<file path="src/rtl/upd_pkg.sv">
package upd_pkg;

  typedef enum logic [1:0] {
    ST_IDLE      = 2'd0,
    ST_WAIT_LOW  = 2'd1,
    ST_WAIT_HIGH = 2'd2
  } upd_state_e;

endpackage

</file>
<file path="src/rtl/upd_rst_sync.sv">
module upd_rst_sync #(
  parameter int STAGES = 2
) (
  input  logic clk,
  input  logic rst_n,
  output logic srst_n
);

  logic [STAGES-1:0] chain_q;

  always_ff @(posedge clk or negedge rst_n) begin
    if (!rst_n) chain_q <= '0;
    else        chain_q <= {chain_q[STAGES-2:0], 1'b1};
  end

  assign srst_n = chain_q[STAGES-1];

endmodule

</file>
<file path="src/rtl/upd_seq.sv">
module upd_seq
  import upd_pkg::*;
#(
  parameter bit PULSE_STYLE = 1'b0
) (
  input  logic clk,
  input  logic rst_n,
  input  logic cfg_update_i,
  input  logic scan_done_i,
  input  logic pll_rst_req_i,
  output logic busy_o,
  output logic done_pulse_o,
  output logic pll_rst_o
);

  localparam upd_state_e START_ST = PULSE_STYLE ? ST_WAIT_HIGH : ST_WAIT_LOW;

  upd_state_e st_q, st_d;
  logic       st_en;
  logic       done_q, done_d, done_en;
  logic       prst_q, prst_en;

  // next state
  always_comb begin
    st_d   = st_q;
    done_d = 1'b0;
    if (pll_rst_req_i) begin
      st_d = ST_IDLE;
    end else begin
      case (st_q)
        ST_IDLE: begin
          if (cfg_update_i) st_d = START_ST;
        end
        ST_WAIT_LOW: begin
          if (!scan_done_i) st_d = ST_WAIT_HIGH;
        end
        ST_WAIT_HIGH: begin
          if (scan_done_i) begin
            st_d   = ST_IDLE;
            done_d = 1'b1;
          end
        end
        default: st_d = ST_IDLE;
      endcase
    end
  end

  assign st_en   = (st_d != st_q);
  assign done_en = (done_d != done_q);
  assign prst_en = (pll_rst_req_i != prst_q);

  // registers
  always_ff @(posedge clk or negedge rst_n) begin
    if (!rst_n) begin
      st_q   <= ST_IDLE;
      done_q <= 1'b0;
      prst_q <= 1'b0;
    end else begin
      if (st_en)   st_q   <= st_d;
      if (done_en) done_q <= done_d;
      if (prst_en) prst_q <= pll_rst_req_i;
    end
  end

  assign busy_o       = (st_q != ST_IDLE);
  assign done_pulse_o = done_q;
  assign pll_rst_o    = prst_q;

endmodule

</file>
<file path="src/rtl/upd_readback.sv">
module upd_readback (
  input  logic clk,
  input  logic rst_n,
  input  logic rcfg_req_i,
  input  logic scan_rd_i,
  output logic rd_valid_o,
  output logic rd_data_o
);

  logic vld_q, dat_q, dat_d;
  logic vld_en, dat_en;

  assign dat_d  = scan_rd_i & rcfg_req_i;
  assign vld_en = (rcfg_req_i != vld_q);
  assign dat_en = (dat_d != dat_q);

  always_ff @(posedge clk or negedge rst_n) begin
    if (!rst_n) begin
      vld_q <= 1'b0;
      dat_q <= 1'b0;
    end else begin
      if (vld_en) vld_q <= rcfg_req_i;
      if (dat_en) dat_q <= dat_d;
    end
  end

  assign rd_valid_o = vld_q;
  assign rd_data_o  = dat_q;

endmodule

</file>
<file path="src/rtl/pll_update_tracker.sv">
module pll_update_tracker #(
  parameter bit PULSE_STYLE = 1'b0,
  parameter int SYNC_STAGES = 2
) (
  input  logic clk,
  input  logic rst_n,
  input  logic cfg_update_i,
  input  logic scan_done_i,
  input  logic pll_rst_req_i,
  input  logic rcfg_req_i,
  input  logic scan_rd_i,
  output logic busy_o,
  output logic done_pulse_o,
  output logic done_level_o,
  output logic pll_rst_o,
  output logic rd_valid_o,
  output logic rd_data_o
);

  logic srst_n;

  upd_rst_sync #(.STAGES(SYNC_STAGES)) i_rst_sync (
    .clk    (clk),
    .rst_n  (rst_n),
    .srst_n (srst_n)
  );

  upd_seq #(.PULSE_STYLE(PULSE_STYLE)) i_seq (
    .clk           (clk),
    .rst_n         (srst_n),
    .cfg_update_i  (cfg_update_i),
    .scan_done_i   (scan_done_i),
    .pll_rst_req_i (pll_rst_req_i),
    .busy_o        (busy_o),
    .done_pulse_o  (done_pulse_o),
    .pll_rst_o     (pll_rst_o)
  );

  upd_readback i_readback (
    .clk        (clk),
    .rst_n      (srst_n),
    .rcfg_req_i (rcfg_req_i),
    .scan_rd_i  (scan_rd_i),
    .rd_valid_o (rd_valid_o),
    .rd_data_o  (rd_data_o)
  );

  generate
    if (PULSE_STYLE) begin : g_pulse_status
      assign done_level_o = done_pulse_o;
    end else begin : g_level_status
      assign done_level_o = ~busy_o;
    end
  endgenerate

endmodule

</file>
<file path="config.mk">
export PLATFORM = sky130hd
export DESIGN_NAME = pll_update_tracker
export DESIGN_NICKNAME = d
export VERILOG_FILES = /design/src/rtl/upd_pkg.sv /design/src/rtl/upd_rst_sync.sv /design/src/rtl/upd_seq.sv /design/src/rtl/upd_readback.sv /design/src/rtl/pll_update_tracker.sv
export SDC_FILE = /design/constraint.sdc
export NUM_CORES = 1
export LEC_CHECK = 0
export CORE_AREA = 2 2 39 41
export DETAILED_ROUTE_END_ITERATION = 10
export DIE_AREA = 0 0 41 43
export GPL_TIMING_DRIVEN = 0
export SETUP_SLACK_MARGIN = 0.02
export SYNTH_ARGS = -nofsm -noshare
export SYNTH_HDL_FRONTEND = slang
export SYNTH_SLANG_ARGS = --single-unit
</file>
<file path="constraint.sdc">
create_clock -name clk -period 2.3 [get_ports clk]
set_input_delay 0.345 -clock clk [delete_from_list [all_inputs] [get_ports clk]]
set_output_delay 0.345 -clock clk [all_outputs]
set_load 0.03 [all_outputs]
</file>
==> metrics.csv <==
stage,metric,value,unit
status,outcome,finished clean,
global_route,total grt overflow,0,
pwr,Leakage,0.189,nW
cts,hold_buf cts,0,
floorplan,die width,41,µm
worst_setup_path,CP Launch Type,flop,
placement,HPWL after detailed placement,380,µm
worst_setup_path,Worst Path Arrival,1.61,ns
global_route,GR Util All Layers,7.00,%
worst_setup_path,CP startpoint,i_seq.st_q[0]$_DFFE_PN0P_,
placement,placed insts,47,
cts,htree depth,1,
drt,DR pass1 iterations,1,
layout,ratio of cells with drive above 1 in the final layout,17.6,%
logic_synthesis,"Seq/Total Area, Yosys",71.7,%
cts,Clock Sink Count,8,
cts,clock buffer depth,2,
flow_run,max cap viols,0,
logic_synthesis,Post-Syn Nets,26,
placement,Placed Area,419,µm²
layout,Layout Nets,43,
worst_setup_path,CP Max Fanout,4,
floorplan,die area,1760,µm²
sta,max-slew violations,0,
cts,CTS Buf Count,3,
drt,Routed wire per std cell,9.14,µm
drt,post-route ant nets,0,
layout,Diodes inserted,0,
drt,DRC violations left,0,
global_route,first-pass GRT wire length,759,µm
pwr,pwr dens,681,nW/µm²
sta,Hold WS,0.0881,ns
drt,total number of vias,184,
drt,DRT iter0 DRCs,0,
global_route,largest net degree at the start of global routing,7,
cts,CTS tree,yes,
worst_setup_path,slowest CP cell,clkdlybuf4s50_1,
placement,Placer Congestion,0.592,
floorplan,core area,1380,µm²
sta,Final period util,85.1,%
layout,Finished Layout Cells,50,
cts,# resized after CTS,0,
logic_synthesis,post-synthesis cell type count,10,
worst_setup_path,CP peak stage delay,0.65,ns
floorplan,Die Height,43,µm
sta,Max Freq,511,MHz
sta,unrepaired setup endpoints after global routing,false,
pwr,Total Power Consumption,0.301,mW
global_route,vias in the first global route,196,
layout,post-route cell area,442,µm²
global_route,initial antenna violation count,0,
worst_setup_path,RR Startpoint,i_seq.st_q[0]$_DFFE_PN0P_,
placement,Buffers on Ports,12,
logic_synthesis,Ys Warns,0,
sta,Final Critical Period,1.96,ns
floorplan,Starting Density,20.2,%
worst_setup_path,Crit. End Element,output pin,
layout,area grow syn2layout,58.3,%
worst_setup_path,Buf/Inv on CP,2,
drt,via/cell ratio,3.68,
cts,Worst-path clk slew,0.05,ns
sta,Fin Clk Skew,0.00200,ns
min_path,HP Class,flop to async pin,
logic_synthesis,synthesized cell area,279,µm²
sta,final hold vios,0,
floorplan,IO Count,13,
logic_synthesis,Synth Register Bits,8,
worst_setup_path,Crit path max-delay family,buffers and inverters,
cts,postcts setup bufs,0,
cts,clock latency on the worst-skew pair,0.24,ns
pwr,VDD IR-drop max,0.000448,V
layout,# fillers,141,
worst_setup_path,worst endpoint required time,1.96,ns
sta,Final setup viols,0,
logic_synthesis,Mean Syn Cell Area,14.7,µm²
logic_synthesis,cell count after synthesis,19,
sta,setup_tns,0,ns
drt,WL final,457,µm
worst_setup_path,Crit Path Class,flop to output pin,
floorplan,row cnt,14,
worst_setup_path,cells along the critical path,or2_1 > inv_1 > clkdlybuf4s50_1,
cts,CTS Root Cell,clkbuf_4,
-- report_power, final --
group / total, mW / internal (mW) / switching (mW)
Clock: 0.0983 / 0.0591 / 0.0391
Sequential: 0.153 / 0.148 / 0.00544
Combinational: 0.0494 / 0.0259 / 0.0234
Total: 0.301 / 0.233 / 0.0680
-- registers in the layout (all words and copies together), names as in the netlist --
signal,flops
i_seq.st_q,2
i_readback.rd_data_o,1
i_seq.done_pulse_o,1
i_readback.rd_valid_o,1
i_rst_sync.chain_q,2
i_seq.pll_rst_o,1
-- kinds of logic (layout without fill, tap and decap cells) --
| family | Yosys count | in the layout | synth area share (%) |
|---|---|---|---|
| flops | 8 | 8 | 71.7 |
| mux | 1 | 1 | 3.59 |
| simple gates | 5 | 5 | 16.1 |
| buf+inv | 3 | 18 | 4.04 |
| xor+xnor | 1 | 1 | 3.14 |
| other cells | 1 | 1 | 1.34 |
-- cell usage in the layout (no fill, tap or decap) --
master / count
dfrtp_1: 8
xnor2_1: 1
clkbuf_4: 3
or2_1: 1
inv_1: 1
clkbuf_1: 2
mux2i_1: 1
and2_1: 1
and4bb_2: 1
clkdlybuf4s50_1: 12
nor3_2: 2
conb_1: 1
-- cell usage after synthesis, drive strengths merged --
master	instances	share of area, %
dfrtp	8	72
clkbuf	2	2.7
nor3	2	7.2
and2	1	2.2
and4bb	1	4.5
conb	1	1.3
inv	1	1.3
mux2i	1	3.6
or2	1	2.2
xnor2	1	3.1
-- layout make-up --
| class | count | area, µm² | share of cell area (%) |
|---|---|---|---|
| flip-flops and latches | 8 | 200 | 45.3 |
| repair buffers | 12 | 120 | 27.2 |
| multi-input cells | 8 | 67.6 | 15.3 |
| clock buffers | 3 | 22.5 | 5.10 |
| well taps | 16 | 20.0 | 4.53 |
| plain buffers | 2 | 7.51 | 1.70 |
| inverters | 1 | 3.75 | 0.850 |
-- worst paths after layout --
| path | to | slack [ns] | depth (start not counted) |
|---|---|---|---|
| worst min register to register | i_seq.st_q[1]$_DFFE_PN0P_ | 0.09 | 0 |
| worst min-delay path | i_seq.st_q[1]$_DFFE_PN0P_ | 0.09 | 0 |
| min in group clk | i_rst_sync.chain_q[1]$_DFF_PN0_ | 0.35 | 0 |
| max in group asynchronous | i_rst_sync.chain_q[0]$_DFF_PN0_ | 1.92 | 1 |
| worst max register to register | i_seq.st_q[0]$_DFFE_PN0P_ | 1.49 | 2 |
| worst max-delay path | done_level_o | 0.34 | 3 |
-- metrics by stage --
step | setup slack (ns) | util, %
floorplan | 0.950 | -
global placement | 0.607 | 30.3
detailed placement | 0.602 | 30.3
CTS | 0.329 | 31.9
global route | 0.250 | 31.9
finish | 0.343 | 31.9
-- per-layer routing --
layer / part of all wire [%] / wire, µm / GRT usage, % / vias up
met3: 14 / 62 / 6.28 / 0
li1: - / - / - / 89
met5: 0 / 0 / 0 / -
met1: 42 / 191 / 6.31 / 82
met4: 0 / 0 / 4.00 / 0
met2: 44 / 203 / 10.0 / 13
(Power assumes the default switching activity.)
